--- src/rtl/ustep_pkg.sv ---
package ustep_pkg;
  localparam int POS_W    = 5;
  localparam int CODE_W   = 4;
  localparam int NSLOT    = 1 << POS_W;
  localparam int QUARTER  = NSLOT / 4;
  localparam int HALFQ    = QUARTER / 2;
  localparam int NCODE    = QUARTER + 1;
  localparam int HOME_POS = HALFQ;

  typedef enum logic [1:0] {
    DK_SLOW  = 2'b00,
    DK_FAST  = 2'b01,
    DK_MIXED = 2'b10
  } decay_e;

  function automatic decay_e norm_decay(input logic [1:0] raw);
    case (raw)
      2'b00:   return DK_SLOW;
      2'b01:   return DK_FAST;
      default: return DK_MIXED;
    endcase
  endfunction

  // hundredths of a percent of full trip current, by magnitude code
  function automatic int pct_x100(input int k);
    case (k)
      0:       return 10000;
      1:       return 9808;
      2:       return 9239;
      3:       return 8315;
      4:       return 7071;
      5:       return 5556;
      6:       return 3827;
      7:       return 1951;
      default: return 0;
    endcase
  endfunction
endpackage

--- src/rtl/ustep_step_sync.sv ---
module ustep_step_sync #(
  parameter int STAGES = 2
) (
  input  logic clk,
  input  logic rst,
  input  logic din,
  output logic rise
);
  logic [STAGES:0] sh;

  always_ff @(posedge clk) begin
    if (rst) sh <= '0;
    else     sh <= {sh[STAGES-1:0], din};
  end

  assign rise = sh[STAGES-1] & ~sh[STAGES];
endmodule

--- src/rtl/ustep_pos_seq.sv ---
module ustep_pos_seq
  import ustep_pkg::*;
(
  input  logic [POS_W-1:0] pos,
  input  logic             dir,
  input  logic [1:0]       res_sel,
  output logic [POS_W-1:0] nxt
);
  localparam logic [POS_W-1:0] FULL_AMT = POS_W'(QUARTER);
  localparam logic [2:0]       MID      = 3'(HALFQ);

  logic [POS_W-1:0] amt;
  logic [1:0]       oct;
  logic [2:0]       low;

  always_comb begin
    amt = FULL_AMT >> res_sel;
    oct = pos[POS_W-1:3];
    low = pos[2:0];
    if (res_sel == 2'b00) begin
      // full step: land on next 8n+4 slot in travel direction
      if (dir) nxt = (low < MID) ? {oct, MID} : {oct + 2'd1, MID};
      else     nxt = (low > MID) ? {oct, MID} : {oct - 2'd1, MID};
    end else begin
      nxt = dir ? pos + amt : pos - amt;
    end
  end
endmodule

--- src/rtl/ustep_phase_map.sv ---
module ustep_phase_map
  import ustep_pkg::*;
#(
  parameter int OFFSET = 0,
  parameter int LVL_W  = 8
) (
  input  logic [POS_W-1:0]  pos,
  output logic [CODE_W-1:0] code,
  output logic              neg,
  output logic [LVL_W-1:0]  lvl
);
  localparam int MAXV = (1 << LVL_W) - 1;

  logic [LVL_W-1:0] lvl_tab [NCODE];

  for (genvar g = 0; g < NCODE; g++) begin : g_tab
    assign lvl_tab[g] = LVL_W'((pct_x100(g) * MAXV + 5000) / 10000);
  end

  logic [POS_W-1:0]  q;
  logic [CODE_W-1:0] m;

  always_comb begin
    q    = pos - POS_W'(OFFSET);
    m    = q[CODE_W-1:0];
    code = (m <= CODE_W'(QUARTER)) ? m : (CODE_W'(0) - m);
    neg  = (q > POS_W'(QUARTER)) && (q < POS_W'(3 * QUARTER));
    lvl  = lvl_tab[code];
  end
endmodule

--- src/rtl/ustep_decay_pick.sv ---
module ustep_decay_pick
  import ustep_pkg::*;
(
  input  logic [CODE_W-1:0] old_code,
  input  logic [CODE_W-1:0] new_code,
  input  decay_e            cfg,
  output decay_e            mode
);
  // larger code means smaller current
  always_comb mode = (new_code > old_code) ? cfg : DK_SLOW;
endmodule

--- src/rtl/ustep_xlator.sv ---
module ustep_xlator
  import ustep_pkg::*;
#(
  parameter int SYNC_STAGES = 2,
  parameter int LVL_W       = 8
) (
  input  logic             clk,
  input  logic             rst,
  input  logic             hold_n,
  input  logic             step_in,
  input  logic             dir_in,
  input  logic [1:0]       res_sel,
  input  logic [1:0]       decay_cfg,
  output logic             drv_en,
  output logic             at_home_n,
  output logic [3:0]       a_code,
  output logic             a_neg,
  output logic [LVL_W-1:0] a_lvl,
  output logic [1:0]       a_decay,
  output logic [3:0]       b_code,
  output logic             b_neg,
  output logic [LVL_W-1:0] b_lvl,
  output logic [1:0]       b_decay
);
  localparam int NPH = 2;
  localparam logic [POS_W-1:0] HOME = POS_W'(HOME_POS);

  logic             rise, take, park;
  logic [POS_W-1:0] pos_q, pos_d, pos_sel;
  decay_e           cfg_e;

  logic [CODE_W-1:0] code_n [NPH];
  logic              neg_n  [NPH];
  logic [LVL_W-1:0]  lvl_n  [NPH];
  decay_e            dk_n   [NPH];

  logic [CODE_W-1:0] code_q [NPH];
  logic              neg_q  [NPH];
  logic [LVL_W-1:0]  lvl_q  [NPH];
  decay_e            dk_q   [NPH];
  logic              en_q, home_n_q;

  ustep_step_sync #(.STAGES(SYNC_STAGES)) u_sync (
    .clk(clk), .rst(rst), .din(step_in), .rise(rise)
  );

  ustep_pos_seq u_seq (
    .pos(pos_q), .dir(dir_in), .res_sel(res_sel), .nxt(pos_d)
  );

  assign park    = rst || !hold_n;
  assign take    = rise && hold_n;
  assign cfg_e   = norm_decay(decay_cfg);
  assign pos_sel = park ? HOME : (take ? pos_d : pos_q);

  for (genvar g = 0; g < NPH; g++) begin : g_ph
    ustep_phase_map #(.OFFSET(g * QUARTER), .LVL_W(LVL_W)) u_map (
      .pos(pos_sel), .code(code_n[g]), .neg(neg_n[g]), .lvl(lvl_n[g])
    );
    ustep_decay_pick u_dk (
      .old_code(code_q[g]), .new_code(code_n[g]), .cfg(cfg_e), .mode(dk_n[g])
    );
  end

  always_ff @(posedge clk) begin
    pos_q    <= pos_sel;
    home_n_q <= (pos_sel != HOME);
    en_q     <= rst ? 1'b0 : hold_n;
    for (int i = 0; i < NPH; i++) begin
      code_q[i] <= code_n[i];
      neg_q[i]  <= neg_n[i];
      lvl_q[i]  <= lvl_n[i];
      if (park)      dk_q[i] <= DK_MIXED;
      else if (take) dk_q[i] <= dk_n[i];
    end
  end

  assign drv_en    = en_q;
  assign at_home_n = home_n_q;
  assign a_code    = code_q[0];
  assign a_neg     = neg_q[0];
  assign a_lvl     = lvl_q[0];
  assign a_decay   = dk_q[0];
  assign b_code    = code_q[1];
  assign b_neg     = neg_q[1];
  assign b_lvl     = lvl_q[1];
  assign b_decay   = dk_q[1];
endmodule

--- config.mk ---
export PLATFORM = sky130hd
export DESIGN_NAME = ustep_xlator
export DESIGN_NICKNAME = d
export VERILOG_FILES = /design/src/rtl/ustep_pkg.sv /design/src/rtl/ustep_step_sync.sv /design/src/rtl/ustep_pos_seq.sv /design/src/rtl/ustep_phase_map.sv /design/src/rtl/ustep_decay_pick.sv /design/src/rtl/ustep_xlator.sv
export SDC_FILE = /design/constraint.sdc
export NUM_CORES = 1
export LEC_CHECK = 0
export ABC_AREA = 1
export BUFFER_PORTS_ARGS = -buffer_cell sky130_fd_sc_hd__buf_2
export CORE_ASPECT_RATIO = 0.8
export CORE_MARGIN = 2
export CORE_UTILIZATION = 59
export CTS_CLUSTER_DIAMETER = 120
export DETAILED_ROUTE_END_ITERATION = 10
export PLACE_DENSITY_LB_ADDON = 0.1
export SYNTH_ARGS = -nofsm -noshare
export SYNTH_HDL_FRONTEND = slang
export SYNTH_SLANG_ARGS = --single-unit
export TNS_END_PERCENT = 50
--- constraint.sdc ---
create_clock -name clk -period 11.1 [get_ports clk]
set_clock_uncertainty 0.15 [all_clocks]
set_input_delay 1.665 -clock clk [delete_from_list [all_inputs] [get_ports clk]]
set_output_delay 1.665 -clock clk [all_outputs]
set_load 0.05 [all_outputs]
# After elaboration in Yosys (flattened, before gate mapping)
# Memory sizes are Yosys's and may differ from the RTL's.
# Index checks and enable logic that the tools add are counted.
dict set report classes {
  n_shift 1
  reduce_logical 7
  bitwise 6
  magnitude_cmp 12
  mux 23
  eq_ne 2
  n_addsub 7
}
# operator n
set op_table {}
lappend op_table {{$mux 5} 7}
lappend op_table {{$mux 8} 4}
lappend op_table {{$ge 5x5->1 const B} 2}
lappend op_table {{$gt 5x4->1 const B} 2}
lappend op_table {{$lt 5x5->1 const B} 2}
lappend op_table {{$not 4->5} 2}
lappend op_table {{$gt 4x4->1} 2}
lappend op_table {{$le 4x4->1 const B} 2}
lappend op_table {{$mux 2} 4}
lappend op_table {{$mux 4} 2}
lappend op_table {{$sub 1x4->4 const A} 2}
lappend op_table {{$add 5x5->5} 1}
lappend op_table {{$mux 1} 5}
lappend op_table {{$ne 5x3->1 const B} 1}
lappend op_table {{$shr 4x2->5 const A} 1}
lappend op_table {{$sub 5x4->5 const B} 1}
lappend op_table {{$sub 5x5->5} 1}
lappend op_table {{$logic_not 2->1} 2}
lappend op_table {{$pmux 2 s2} 1}
lappend op_table {{$gt 3x3->1 const B} 1}
lappend op_table {{$logic_and 1x1->1} 3}
lappend op_table {{$lt 3x3->1 const B} 1}
lappend op_table {{$add 2x1->2 const B} 1}
lappend op_table {{$eq 2x1->1 const B} 1}
lappend op_table {{6 further kinds} 7}
dict set report totals {
  in_bits 9
  word_cells 68
  n_memories 6
  mem_bits_rw 30
  rom_bits 256
  output_inout_bits 32
  regBits 10
}
# memory depth width read_ports rd_ports_with_merged_regs write_ports line_no
set memory_table {}
lappend memory_table {{(name not given)} 16 8 1 0 0 ustep_phase_map.sv:28} ;# lvl = lvl_tab[code];
lappend memory_table {{(name not given)} 16 8 1 0 0 ustep_phase_map.sv:28}
lappend memory_table {lvl_q 2 8 2 0 2 ustep_xlator.sv:39} ;# logic [LVL_W-1:0] lvl_q [NPH];
lappend memory_table {code_q 2 4 2 0 2 ustep_xlator.sv:37} ;# logic [CODE_W-1:0] code_q [NPH];
lappend memory_table {dk_q 2 2 2 0 2 ustep_xlator.sv:40} ;# decay_e dk_q [NPH];
lappend memory_table {neg_q 2 1 2 0 2 ustep_xlator.sv:38} ;# logic neg_q [NPH];

# Depth between registers and ports, before layout
dict set report logic_depth {
  depth_word 13
  mapped_depth 23
  mapped_depth_nobuf 23
}

# Cells and area by module
# From an unflattened synthesis, not the netlist that was laid out.
dict set report unflattened {
  cells_unflattened 305
  hier_area_um2 2257.2
}
# mod n_inst seq_area_each_um2 cells_each area_each_um2
set modules_own_cells {}
lappend modules_own_cells {ustep_xlator 1 780.7 81 989.7}
lappend modules_own_cells {ustep_pos_seq 1 0.0 65 320.3}
lappend modules_own_cells {{ustep_phase_map (g_ph[1].u_map)} 1 0.0 53 314.1}
lappend modules_own_cells {{ustep_phase_map (g_ph[0].u_map)} 1 0.0 50 299.0}
lappend modules_own_cells {ustep_decay_pick 2 0.0 23 123.9}
lappend modules_own_cells {ustep_step_sync 1 60.1 10 86.3}

# Worst setup path after synthesis
# Ideal clock, no wire load.
dict set report synth_timing {
  path_kind {input -> register}
  from {input res_sel[0]}
  to {memory dk_q[1][1] (netlist name) (data pin)}
  path_slack_ns 6.251
  arrival_time_ns 4.429
  setup_time_ns 0.270
  stages 18
  required_time_ns 10.680
  n_path_buf 0
  cell_sequence {inv_1 -> nand2_1 -> ha_1 -> nand2_1 -> o21ai_0 -> fa_1 -> nand2_1 -> nand2_1 -> nand3_2 -> ha_1 -> nand3_1 -> nand2_4 -> nand4_4 -> nand2_4 -> ha_1 -> nand2_1 -> o311ai_0 -> o21ai_0}
}
# item line_no
set synth_lines {}
lappend synth_lines {{start: declaration} ustep_xlator.sv:12} ;# input logic [1:0] res_sel,
lappend synth_lines {{end: declaration} ustep_xlator.sv:40}

==> key figures <==
Global routing
  – Initial antenna violation count: 0
  – Global-route wire length before repair: 7.169 mm
  – GRT Total Usage: 22.39%
  – Largest net degree at the start of global routing: 13
  – Vias in the first global route: 1564
  – Total global routing overflow: 0

Logic synthesis
  – Post-synthesis sequential element count: 38
  – Synth top cells by count: 40 x inv_1, 39 x nand2_1, 34 x dfxtp_1, 19 x ha_1, 15 x nand3_1
  – Largest family of logic cells by synthesized area: simple AND/OR/NAND/NOR gates
  – Yosys warnings: 0
  – Synth Area in Adders: 11.77%
  – Netlist cell types: 35
  – Multiplexer share of the synthesized area: 0%
  – Synth Area in Compound Gates: 8.857%
  – Fraction of registers with async set/reset: 0%
  – Post-synth top flop: dfxtp_1
  – Yosys top cell by area: dfxtp_1
  – Top-count cell post-synth: inv_1
  – Post-Synth Simple-Gate Area: 32.80%
  – XOR/XNOR Fraction of Synth Area: 1.200%
  – Top cells by area, synth: dfxtp_1 31%, ha_1 11%, inv_1 6.9%
  – Top cell type's share of synthesized area: 31.09%
  – Avg Cell Area, Syn: 8.794 µm²
  – Seq/Total Area, Yosys: 36.57%
  – Post-Synthesis Cells: 249
  – Syn Nets: 278
  – Post-synth EDFFs: 4
  – Mapped Area: 2190 µm²

Clock network
  – CTS hold repair buffers: 0
  – Number of setup buffers added after CTS: 0
  – Worst-Skew Late Latency: 0.29 ns
  – CTS tree: done
  – Num CTS Buffers: 5
  – H-tree depth: 2
  – Clock Pin Slew Worst Setup and Hold Paths: 0.07 ns
  – Clock sinks: 38
  – Clock root buffer: clkbuf_8
  – Clock Tree Buf Depth: 2
  – Cts repair resizes: 0

STA
  – Post-route minimum period: 5.033 ns
  – RSZ-0062 raised after global routing: false
  – Tightest Pin Transition: 0.4736 ns
  – F_max: 198.7 MHz
  – TNS Setup: 0 ns
  – Hold Fails Final Rpt: 0
  – Slew margin rel.: 68.03%
  – Final Setup Violations: 0
  – Tcrit/Tclk final: 45.34%
  – Fin. max-slew vios: 0

Placed design
  – Placed cell areas: 2427 µm²
  – Number of port buffers: 40
  – DP Wirelength: 3.271 mm
  – GP Congestion: 0.8099

Pwr
  – Comb pwr share: 14.9%
  – Switching Share: 25.48%
  – Psw: 84.02 µW
  – Static leakage: 0.001311 µW
  – Reg power frac: 44.1%
  – Clk pwr share: 41.0%
  – Int Power: 245.7 µW
  – PwrDens: 128.8 nW/µm²
  – Max VDD drop: 0.1334 mV

Drt
  – DR WL/cell: 12.33 µm
  – Detail-routed via count per cell: 5.050
  – Antenna Nets Post-Route: 0
  – Initial DRC Count: 73
  – Post-Route WL: 4.154 mm
  – DRC viols: 0
  – Via count: 1702
  – DR pass1 iterations: 4

Run status
  – Status: complete, no violations

Floorplanning
  – Die width: 72.11 µm
  – Row Count: 19
  – I/O pins: 41
  – Die area: 4218 µm²
  – CORE AREA: 3495 µm²
  – Starting Density: 62.66%
  – Die Ht: 58.49 µm

Setup path
  – Startpoint Class: input port
  – Worst Path Required: 10.98 ns
  – Worst-path maximum fanout: 5
  – CP Cell Sequence: buf_2 -> inv_1 -> nand2_1 -> ha_1 -> nand2_1 -> o21ai_0 -> fa_1 -> nand2_1 -> nand2_1 -> nand3_2 -> ha_1 -> nand3_1 -> nand2_4 -> nand4_4 -> nand2_4 -> ha_1 -> nand2_1 -> o311ai_0 -> o21ai_0
  – Slowest cell on crit path: fa_1
  – CP Data Arrival Time: 4.91 ns
  – Crit. End Element: register
  – Worst path most repeated cell: nand2_1
  – Crit-path max cell delay: 0.54 ns
  – Crit Path Class: in -> reg

Finish
  – Nets: 323
  – Layout cells sized above 1: 31.53%
  – Final Util: 73.25%
  – Fill cells: 256
  – Sequential cell area: 800.8 µm²
  – Number of diodes: 0
  – Multi-input gate area: 1196 µm²
  – Area Growth Syn to Fin: 16.91%
  – Post-route cell area: 2560 µm²

Min path
  – Hold Path Class: reg -> reg

Run
  – Max Cap Viol: 0
[power by group through the flow]
stage	registers [µW]	clock network, µW	logic (µW)
5_1_grt	146	143	54.2
3_3_place_gp	148	0	48.6
6_report	145	135	49.3
2_1_floorplan	164	0	23.0
3_5_place_dp	148	0	49.1
4_1_cts	145	138	49.4
[worst max-delay path, delay by kind of cell]
family          cells  cell delay, ns
compound gates      3            0.71
fa+ha+maj           4            1.37
buf+inv             2            0.20
simple gates       10            0.95
[stage by stage]
stage	instances	worst slack [ns]	power (µW)	hold slack (ns)
3_3_place_gp	329	5.901	197.0	0.2473
5_1_grt	337	5.784	343.3	0.2758
6_report	337	6.067	329.7	0.2552
3_5_place_dp	329	5.765	197.6	0.2460
2_1_floorplan	249	6.251	186.6	0.2383
4_1_cts	337	6.083	332.5	0.2584
[registers in the layout, indices dropped and copies added, names as in the netlist]
name / cells
lvl_q: 16
u_sync.sh: 3
at_home_n: 1
pos_q: 5
code_q: 6
neg_q: 2
drv_en: 1
dk_q: 4
[area by class of cell]
cell class | instances | area share (%)
flip-flops and latches | 38 | 31.28
clock buffers | 5 | 2.688
well taps | 42 | 2.053
clock inverters | 3 | 2.493
repair buffers | 40 | 7.820
multi-input cells | 163 | 46.73
inverters | 46 | 6.940
[path summary, 6_finish.rpt]
path / slack [ns] / cells past startpoint / endpoint / start
max: 6.07 / 19 / dk_q[1][1] / res_sel[0]
min: 0.26 / 2 / u_sync.sh[1] / u_sync.sh[0]
max reg2reg: 7.67 / 14 / dk_q[1][1] / pos_q[0]
min reg2reg: 0.26 / 2 / u_sync.sh[1] / u_sync.sh[0]
[cells by family after synthesis]
family,count (synthesis)
flip-flops,38
adder cells (fa/ha/maj),20
buffers and inverters,48
AO/OA/AOI/OAI,32
AND/OR/NAND/NOR,108
XOR/XNOR,3
[cell usage in the layout (no fill, tap or decap), types with 2 or more instances in the layout]
cell / n
nor2_1: 14
xnor2_1: 2
o21ai_1: 2
dfxtp_1: 34
o311ai_0: 2
nand2_1: 39
a21oi_1: 10
nor2_2: 7
nand2_4: 8
ha_1: 19
nand3_1: 15
inv_4: 2
bufinv_16: 2
edfxtp_1: 4
nor3_1: 2
nand2_2: 3
nand4_1: 2
buf_2: 40
nand3_2: 5
inv_2: 4
clkbuf_8: 5
a21oi_2: 3
o21ai_0: 10
nand3_4: 7
inv_1: 40
nor2_4: 2
[layer usage]
| metal | up-vias | wire length [µm] | GRT usage (%) |
|---|---|---|---|
| met1 | 752 | 2249 | 32.61 |
| met2 | 45 | 1629 | 32.11 |
| met4 | 0 | 62 | 8.895 |
| met3 | 6 | 213 | 5.137 |
| li1 | 899 | - | - |
| met5 | - | 0 | 0 |
No activity file was read; power rests on OpenSTA's default activity.
